`src/rtl/auth_pkg.sv`:
```
package auth_pkg;
    localparam int WORD_W = 32;
    typedef logic [WORD_W-1:0] word_t;

    typedef enum logic [1:0] {
        ST_GAP   = 2'd0,
        ST_ISSUE = 2'd1,
        ST_WAIT  = 2'd2,
        ST_LOCK  = 2'd3
    } auth_state_e;
endpackage

```
`src/rtl/auth_lfsr.sv`:
```
module auth_lfsr #(
    parameter int          W    = 32,
    parameter logic [31:0] MASK = 32'h80200003,
    parameter logic [31:0] SEED = 32'hACE12468
) (
    input  logic         clk,
    input  logic         rst_n,
    input  logic         step,
    output logic [W-1:0] value
);
    logic [W-1:0] q;

    always_ff @(posedge clk) begin
        if (!rst_n) begin
            q <= SEED[W-1:0];
        end else if (step) begin
            q <= (q >> 1) ^ (q[0] ? MASK[W-1:0] : '0);
        end
    end

    assign value = q;


    lfsr_nonzero_chk: assert property (@(posedge clk) disable iff (!rst_n)
        q != '0);
endmodule

```
`src/rtl/auth_cipher.sv`:
```
module auth_cipher
    import auth_pkg::*;
#(
    parameter int ROUNDS = 8,
    parameter int ROT    = 7
) (
    input  word_t key,
    input  word_t din,
    output word_t dout
);
    word_t stage [ROUNDS+1];

    assign stage[0] = din;

    for (genvar r = 0; r < ROUNDS; r++) begin : g_round
        word_t mixed;
        assign mixed        = stage[r] ^ key;
        assign stage[r+1]   = ((mixed << ROT) | (mixed >> (WORD_W - ROT))) + word_t'(r + 1);
    end

    assign dout = stage[ROUNDS];
endmodule

```
`src/rtl/auth_cycle_cnt.sv`:
```
module auth_cycle_cnt #(
    parameter int W = 8
) (
    input  logic         clk,
    input  logic         rst_n,
    input  logic         clr,
    input  logic         inc,
    output logic [W-1:0] count
);
    always_ff @(posedge clk) begin
        if (!rst_n) begin
            count <= '0;
        end else if (clr) begin
            count <= '0;
        end else if (inc) begin
            count <= count + 1'b1;
        end
    end
endmodule

```
`src/rtl/chal_auth_gate.sv`:
```
module chal_auth_gate
    import auth_pkg::*;
#(
    parameter int          GAP     = 64,
    parameter int          TIMEOUT = 32,
    parameter int          ROUNDS  = 8,
    parameter logic [31:0] SEED    = 32'hACE12468
) (
    input  logic        clk,
    input  logic        rst_n,
    input  logic [31:0] key,
    output logic        chal_valid,
    output logic [31:0] chal_data,
    input  logic        resp_valid,
    input  logic [31:0] resp_data,
    output logic        design_en
);
    localparam int CNT_MAX = (GAP > TIMEOUT) ? GAP : TIMEOUT;
    localparam int CNT_W   = $clog2(CNT_MAX + 1);
    localparam logic [CNT_W-1:0] GAP_LAST  = CNT_W'(GAP - 1);
    localparam logic [CNT_W-1:0] WAIT_LAST = CNT_W'(TIMEOUT - 1);

    auth_state_e      state_q, state_nx;
    logic [CNT_W-1:0] cnt;
    logic             cnt_clr, cnt_inc;
    logic             lfsr_step;
    word_t            lfsr_val, token_calc, exp_q;
    logic             en_q;
    logic             pass;

    auth_lfsr #(.W(WORD_W), .MASK(32'h80200003), .SEED(SEED)) u_lfsr (
        .clk   (clk),
        .rst_n (rst_n),
        .step  (lfsr_step),
        .value (lfsr_val)
    );

    auth_cipher #(.ROUNDS(ROUNDS), .ROT(7)) u_cipher (
        .key  (key),
        .din  (lfsr_val),
        .dout (token_calc)
    );

    auth_cycle_cnt #(.W(CNT_W)) u_cnt (
        .clk   (clk),
        .rst_n (rst_n),
        .clr   (cnt_clr),
        .inc   (cnt_inc),
        .count (cnt)
    );

    assign pass = (state_q == ST_WAIT) && resp_valid && (resp_data == exp_q);

    // next-state logic
    always_comb begin
        state_nx = state_q;
        unique case (state_q)
            ST_GAP: begin
                if (resp_valid)            state_nx = ST_LOCK;
                else if (cnt == GAP_LAST)  state_nx = ST_ISSUE;
            end
            ST_ISSUE: begin
                state_nx = resp_valid ? ST_LOCK : ST_WAIT;
            end
            ST_WAIT: begin
                if (resp_valid)            state_nx = pass ? ST_GAP : ST_LOCK;
                else if (cnt == WAIT_LAST) state_nx = ST_LOCK;
            end
            ST_LOCK: begin
                state_nx = ST_LOCK;
            end
        endcase
    end

    // state register
    always_ff @(posedge clk) begin
        if (!rst_n) state_q <= ST_GAP;
        else        state_q <= state_nx;
    end

    // per-state outputs
    always_comb begin
        chal_valid = 1'b0;
        lfsr_step  = 1'b0;
        cnt_inc    = 1'b0;
        cnt_clr    = (state_nx != state_q);
        unique case (state_q)
            ST_GAP:   cnt_inc = 1'b1;
            ST_ISSUE: begin
                chal_valid = 1'b1;
                lfsr_step  = 1'b1;
            end
            ST_WAIT:  cnt_inc = 1'b1;
            ST_LOCK:  cnt_inc = 1'b0;
        endcase
    end

    // expected token and enable registers
    always_ff @(posedge clk) begin
        if (!rst_n) begin
            exp_q <= '0;
            en_q  <= 1'b0;
        end else begin
            if (state_q == ST_ISSUE) exp_q <= token_calc;
            if (pass)                      en_q <= 1'b1;
            else if (state_nx == ST_LOCK)  en_q <= 1'b0;
        end
    end

    assign chal_data = lfsr_val;
    assign design_en = en_q;


    chal_pulse_chk: assert property (@(posedge clk) disable iff (!rst_n)
        chal_valid |=> !chal_valid);


    mismatch_drop_chk: assert property (@(posedge clk) disable iff (!rst_n)
        (state_q == ST_WAIT && resp_valid && resp_data != exp_q) |=> !design_en);


    lock_hold_chk: assert property (@(posedge clk) disable iff (!rst_n)
        (state_q == ST_LOCK) |=> (state_q == ST_LOCK && !design_en && !chal_valid));


    rise_on_resp_chk: assert property (@(posedge clk) disable iff (!rst_n)
        $rose(design_en) |-> $past(resp_valid));


    window_bound_chk: assert property (@(posedge clk) disable iff (!rst_n)
        (state_q == ST_WAIT) |-> (cnt <= WAIT_LAST));
endmodule

```
`config.mk`:
```
export PLATFORM = sky130hd
export DESIGN_NAME = chal_auth_gate
export DESIGN_NICKNAME = d
export VERILOG_FILES = /design/src/rtl/auth_pkg.sv /design/src/rtl/auth_lfsr.sv /design/src/rtl/auth_cipher.sv /design/src/rtl/auth_cycle_cnt.sv /design/src/rtl/chal_auth_gate.sv
export SDC_FILE = /design/constraint.sdc
export NUM_CORES = 1
export LEC_CHECK = 0
export BUFFER_PORTS_ARGS = -buffer_cell sky130_fd_sc_hd__buf_2
export CAP_MARGIN = 40
export CELL_PAD_IN_SITES_DETAIL_PLACEMENT = 1
export CELL_PAD_IN_SITES_GLOBAL_PLACEMENT = 1
export CORE_ASPECT_RATIO = 1.1
export CORE_MARGIN = 1.5
export CORE_UTILIZATION = 30
export CTS_CLUSTER_DIAMETER = 80
export CTS_CLUSTER_SIZE = 12
export DETAILED_ROUTE_END_ITERATION = 7
export PLACE_DENSITY_LB_ADDON = 0.1
export SYNTH_ARGS = -nofsm -noshare
export SYNTH_HDL_FRONTEND = slang
export SYNTH_SLANG_ARGS = --single-unit
```
`constraint.sdc`:
```
create_clock -name clk -period 18.7 [get_ports clk]
set_input_delay 0.935 -clock clk [delete_from_list [all_inputs] [get_ports clk]]
set_output_delay 0.935 -clock clk [all_outputs]
set_load 0.05 [all_outputs]
```
# --- After elaboration in Yosys (flattened, before gate mapping) ---
# Cells that the tools add are included.
word_totals:
  latch_bits: 0
  output_inout_bits: 34
  memories: 0
  rom_bits: 0
  in_bits: 67
  mem_bits_rw: 0
  regBits: 74
  word_cells: 58
op_classes:
  reduce_logical: 6
  n_shift: 0
  div_mod_pow: 0
  addsub: 9
  multipliers: 0
  bitwise: 18
  order_cmp: 0
  n_mux: 12
  eq_ne: 8
op_table:
  columns: ["cell", "count"]
  rows:
  - ["32-bit by 7-bit bitwise OR with 32-bit output", 8]
  - ["32-bit bitwise XOR", 8]
  - ["32-bit by 3-bit adder with 32-bit output (second input constant)", 4]
  - ["32-bit by 2-bit adder with 32-bit output (second input constant)", 2]
  - ["32-bit by 1-bit adder with 32-bit output (second input constant)", 1]
  - ["32-bit by 4-bit adder with 32-bit output (second input constant)", 1]
  - ["32-bit equality test", 1]
  - ["32-bit two-way mux", 1]
  - ["31-bit by 32-bit bitwise XOR with 32-bit output", 1]
  - ["2-bit two-way mux", 5]
  - ["2-bit case mux with 4 select lines", 1]
  - ["7-bit by 1-bit adder with 7-bit output (second input constant)", 1]
  - ["7-bit by 5-bit equality test with 1-bit output (second input constant)", 1]
  - ["7-bit by 6-bit equality test with 1-bit output (second input constant)", 1]
  - ["2-bit equality test (second input constant)", 3]
  - ["1-bit two-way mux", 5]
  - ["2-bit OR reduction", 2]
  - ["2-bit by 1-bit equality test with 1-bit output (second input constant)", 1]
  - ["1-bit logical AND", 2]
  - ["2-bit zero test", 1]
  - ["2-bit != test", 1]
  - ["2-bit nonzero test", 1]
  - ["1-bit inverter", 1]

# --- Depth between registers and ports, before layout ---
depth:
  ltp_word: 24
  mapped_depth: 53
  ltp_nobuf: 48

# --- Modules after synthesis ---
# Synthesis repeated with hierarchy kept, for this count alone.
hier_totals:
  cells_unflattened: 1813
  hier_area_um2: 14239.9
modules_own_cells:
  columns: ["module", "seq_area_each_um2", "n_inst", "cells_per_inst", "area_each_um2"]
  rows:
  - ["auth_cipher", 0.0, 1, 1473, 11061.9]
  - ["chal_auth_gate", 700.7, 1, 204, 1701.6]
  - ["auth_lfsr", 640.6, 1, 106, 1197.4]
  - ["auth_cycle_cnt", 140.1, 1, 30, 279.0]

# --- Least setup slack after synthesis ---
# No wires, ideal clock.
synth_path:
  path_type: "input to register"
  startpoint: "input port key[9]"
  endpoint: "register exp_q[30]"
  setup_ps: 132
  arrival_time_ps: 12292
  path_slack_ps: 6276
  n_path_buf: 6
  stages: 49
  t_required_ps: 18568
  path_cell_list: "buf_2 -> xnor2_1 -> nor4_1 -> and2_1 -> clkbuf_1 -> nand4bb_1 -> xnor2_1 -> inv_1 -> ha_1 -> o2111ai_1 -> or4_1 -> buf_2 -> or4_1 -> o211a_1 -> or3_1 -> buf_6 -> nor2_2 -> a21oi_1 -> (+13 left out) -> ha_1 -> a211oi_1 -> nand4b_4 -> or3_4 -> nor3b_1 -> xor2_1 -> inv_1 -> ha_1 -> inv_1 -> o21ai_1 -> buf_2 -> or4_1 -> a2bb2oi_1 -> nand4b_1 -> or3_1 -> o31a_1 -> o21ai_1 -> a21oi_1"
synth_between:
  elab_chain_len: 24
synth_lines:
  columns: ["element", "line_no", "source"]
  rows:
  - ["from (decl)", "chal_auth_gate.sv:11", "input logic [31:0] key,"]
  - ["32-bit bitwise XOR", "auth_cipher.sv:17", "assign mixed = stage[r] ^ key;"]
  - ["32-bit by 7-bit bitwise OR with 32-bit output", "auth_cipher.sv:18", "assign stage[r+1] = ((mixed << ROT) | (mixed >> (WORD_W - ROT))) + word_t'(r + 1);"]
  - ["32-bit by 1-bit adder with 32-bit output", "auth_cipher.sv:18", null]
  - ["32-bit bitwise XOR", "auth_cipher.sv:17", null]
  - ["32-bit by 7-bit bitwise OR with 32-bit output", "auth_cipher.sv:18", null]
  - ["32-bit by 2-bit adder with 32-bit output", "auth_cipher.sv:18", null]
  - ["32-bit bitwise XOR", "auth_cipher.sv:17", null]
  - ["32-bit by 7-bit bitwise OR with 32-bit output", "auth_cipher.sv:18", null]
  - ["(+8 left out)", null, null]
  - ["32-bit by 7-bit bitwise OR with 32-bit output", "auth_cipher.sv:18", null]
  - ["32-bit by 3-bit adder with 32-bit output", "auth_cipher.sv:18", null]
  - ["32-bit bitwise XOR", "auth_cipher.sv:17", null]
  - ["32-bit by 7-bit bitwise OR with 32-bit output", "auth_cipher.sv:18", null]
  - ["32-bit by 3-bit adder with 32-bit output", "auth_cipher.sv:18", null]
  - ["32-bit bitwise XOR *", "auth_cipher.sv:17", null]
  - ["32-bit by 7-bit bitwise OR with 32-bit output *", "auth_cipher.sv:18", null]
  - ["32-bit by 4-bit adder with 32-bit output *", "auth_cipher.sv:18", null]
  - ["to (signal assigned)", "chal_auth_gate.sv:104", "if (state_q == ST_ISSUE) exp_q <= token_calc;"]
  - ["to (decl)", "chal_auth_gate.sv:27", "word_t lfsr_val, token_calc, exp_q;"]
# Mark *: on every way between the ends. The rest lies on a longest branch, timed or not.
# A chain may end at the register's enable or synchronous reset.

# --- Final worst setup path ---
layout_path:
  startpoint: "input port key[30]"
  endpoint: "register exp_q[31]"
# Same word-level chain as after synthesis.

==> metrics.yaml <==
status: "complete, no violations"
synth.cell_area_sq_um: 13500
critPathMostFrequentCell: "ha_1"
setup_ws_ns: 4.13
slew_viol_final: 0
finClkSkew_ns: 0.00829
die-area_sq_um: 46400
period_share_pct: 77.9
worst-path-max-fanout: 22
clk_pin_slew_worst_paths_ns: 0.06
reg2reg_setup_slack_ns: 4.55
grtUsageTotal_pct: 27.1
cts_resized: 0
cp_top_family: "simple AND/OR/NAND/NOR gates"
postLayoutCoreUtil_pct: 33.5
slew_headroom_pct: 38.5
wl_per_cell_um: 26.5
gp_congestion: 0.937
r2r-end: "exp_q[31]"
fill_cells: 5462
critPathBufInv: 5
synth_edf_count: 0
worstPathArrival_ns: 14.84
rsz0062_at_grt: "no"
synthArstFlopShare_pct: 0
synth_nets: 1824
synth-seq-cells: 74
dominantRegCellSynth: "dfxtp_1"
postSynthCellCount: 1749
period_needed_ns: 14.57
setup_violations: 0
p_per_area_nw_per_um2: 115
clock.fmax_mhz: 68.6
ir_drop_mv: 0.0474
worstSetupPathDepth: 44
drt-total-wl_mm: 63.5
drt-vias-per-instance: 5.68
clockBufferDepth: 2
total_leakage_power_nw: 5.14
cts_root_buf: "clkbuf_16"
layout-drive-gt1-share_pct: 13.8
grt_pass1_vias: 13601
cts_tree: "done"
r2r_start: "u_lfsr.value[9]"
endpoint: "exp_q[31]"
drt_iter0_markers: 886
worst_path_max_delay_cell: "nor4_2"
cts_max_level: 3
hold_violations: 0
path_class: "input pin to flip-flop"
first_pass_iters: 5
dr_total_vias: 13577
grt_first_pass_wirelength_mm: 92.4
syn_avg_cell_area_sq_um: 7.75
antenna_found_initial: 0
drv_cap: 0
ys_types: 123
fin_nets: 1880
syn_to_final_growth_pct: 10.1
row_count: 81
grt_max_degree: 69
startpoint_type: "input pin"
numCtsBuffers: 9
whs_ns: 0.473
ant_nets: 0
cts_sinks: 74
pin_count: 101
ys_warn_count: 0
portBuffers: 100
r2r_cells: 44
ys_seq_area_share_pct: 10.9
clk-insertion-delay-late_ns: 0.35
tns_ns: 0
hpwlAfterDp_mm: 51.8
crit_start: "key[30]"
drc: 0
max_stage_delay_ns: 0.82
start_util_pct: 30.5
die_w_um: 206
hold_path_class: "flip-flop to flip-flop"
worstPathRequired_ns: 18.97
hold_buffers: 0
pre_cts_ws_ns: 3.89
worst_slew_pin_slew_ns: 0.915
core-area_sq_um: 44500
fp.dieH_um: 226
grt_overflow: 0
post_cts_buffers: 0
cp-end-kind: "flip-flop"
## per-stage QoR
step / std cells / instance area [sq um] / power [mW]
floorplan: 1749 / 13500 / 1.15
global placement: 2364 / 14500 / 1.50
detailed placement: 2373 / 14600 / 1.52
CTS: 2389 / 14900 / 1.71
global route: 2391 / 14900 / 1.83
finish: 2392 / 14900 / 1.72
## worst min-delay path by stage
stage | slack (ns) | endpoint | from | depth (start not counted)
2_1_floorplan | 0.44 | exp_q[11] | exp_q[11] | 2
3_3_place_gp | 0.46 | exp_q[13] | exp_q[13] | 2
3_5_place_dp | 0.47 | exp_q[10] | exp_q[10] | 2
4_1_cts | 0.47 | exp_q[10] | exp_q[10] | 2
5_1_grt | 0.49 | exp_q[11] | exp_q[11] | 2
6_report | 0.47 | exp_q[10] | exp_q[10] | 2
## cell type report
class	count	area (sq um)	area share [%]
Antenna cell	1	2.50	0.0168
Clock buffer	9	225	1.51
Clock inverter	7	76.3	0.512
Inverter	37	139	0.931
Multi-Input combinational cell	1553	11500	77.3
Sequential cell	74	1480	9.93
Tap cell	581	727	4.87
Timing Repair Buffer	130	727	4.87
## worst min-delay path: cells and delay by family (launching register included)
| family | cells | cell delay (ns) |
|---|---|---|
| DFF | 1 | 0.32 |
| and+or+nand+nor | 1 | 0.05 |
| AOI/OAI and AO/OA | 1 | 0.05 |
## layout by cell type, fill, tap and decap left out, drive strengths merged, types with 10 or more instances in the layout
cell type    n
xnor2      331
nand2      180
xor2       170
buf        130
nor2       100
dfxtp       74
nand3       72
a21oi       64
nor4        57
nor3        50
nand4       47
o21ai       42
inv         38
a211oi      32
and3        26
and2        25
xnor3       21
and4        20
or3         20
or4         19
nand2b      19
or2         17
a31oi       15
nor3b       14
nor2b       12
o31a        11
o31ai       11
nand4b      11
nand3b      10
mux2i       10
a2111oi     10
## routing by layer
metal  routed length, um  global-route usage [%]  share of wire (%)  vias to the layer above
li1                    -                       -                  -                     6370
met1               28800                    36.0                 45                     6715
met2               29300                    45.3                 46                      393
met3                3060                    2.51                4.8                       99
met4                2230                    9.87                3.5                        0
met5                   0                       0                  0                        -
## sequential cells by signal, summed over array words and instances, names as in the netlist
register and count:
design_en 1, exp_q 32, u_cnt.count 7, state_q 2, u_lfsr.value 32
## cell families after synthesis
kind of cell    share of synthesized area [%]
compound gates                           15.5
xor+xnor                                 37.1
fa+ha+maj                               0.739
buf+inv                                  3.95
flops                                    10.9
mux                                      1.13
simple gates                             30.7
## power breakdown
group | switching, mW | total, mW | internal, mW | leakage [nW]
logic | 0.856 | 1.34 | 0.489 | 4.39
registers | 0.0198 | 0.194 | 0.174 | 0.605
clock network | 0.0745 | 0.179 | 0.105 | 0.143
## cells in the mapped netlist (6+ instances only)
cell type	instances	area share, %
a2111oi_2	6	0.66
a211oi_1	26	1.4
a211oi_2	6	0.55
a21o_1	9	0.50
a21oi_1	62	2.3
a31oi_1	13	0.60
and2_1	24	1.1
and3_1	26	1.2
and4_1	20	1.3
buf_1	8	0.22
buf_2	29	1.1
clkbuf_1	40	1.1
dfxtp_1	74	11
ha_1	8	0.74
inv_1	34	0.94
mux2i_1	9	0.66
nand2_1	179	5.0
nand2b_1	19	0.88
nand3_1	70	2.6
nand3b_1	10	0.55
nand4_1	44	2.0
nand4b_1	8	0.52
nor2_1	99	2.7
nor2b_1	12	0.55
nor3_1	43	1.6
nor3b_1	11	0.61
nor4_1	48	2.2
nor4_2	6	0.55
nor4b_1	6	0.39
o2111ai_1	6	0.39
o211ai_1	8	0.44
o21a_1	6	0.33
o21ai_0	27	1.0
o21ai_1	13	0.48
o31a_1	11	0.71
o31ai_1	10	0.55
or2_2	16	0.74
or3_1	18	0.83
or4_1	18	1.0
xnor2_1	329	21
xnor3_1	20	3.3
xor2_1	165	11
No activity file was read; power rests on OpenSTA's default activity.
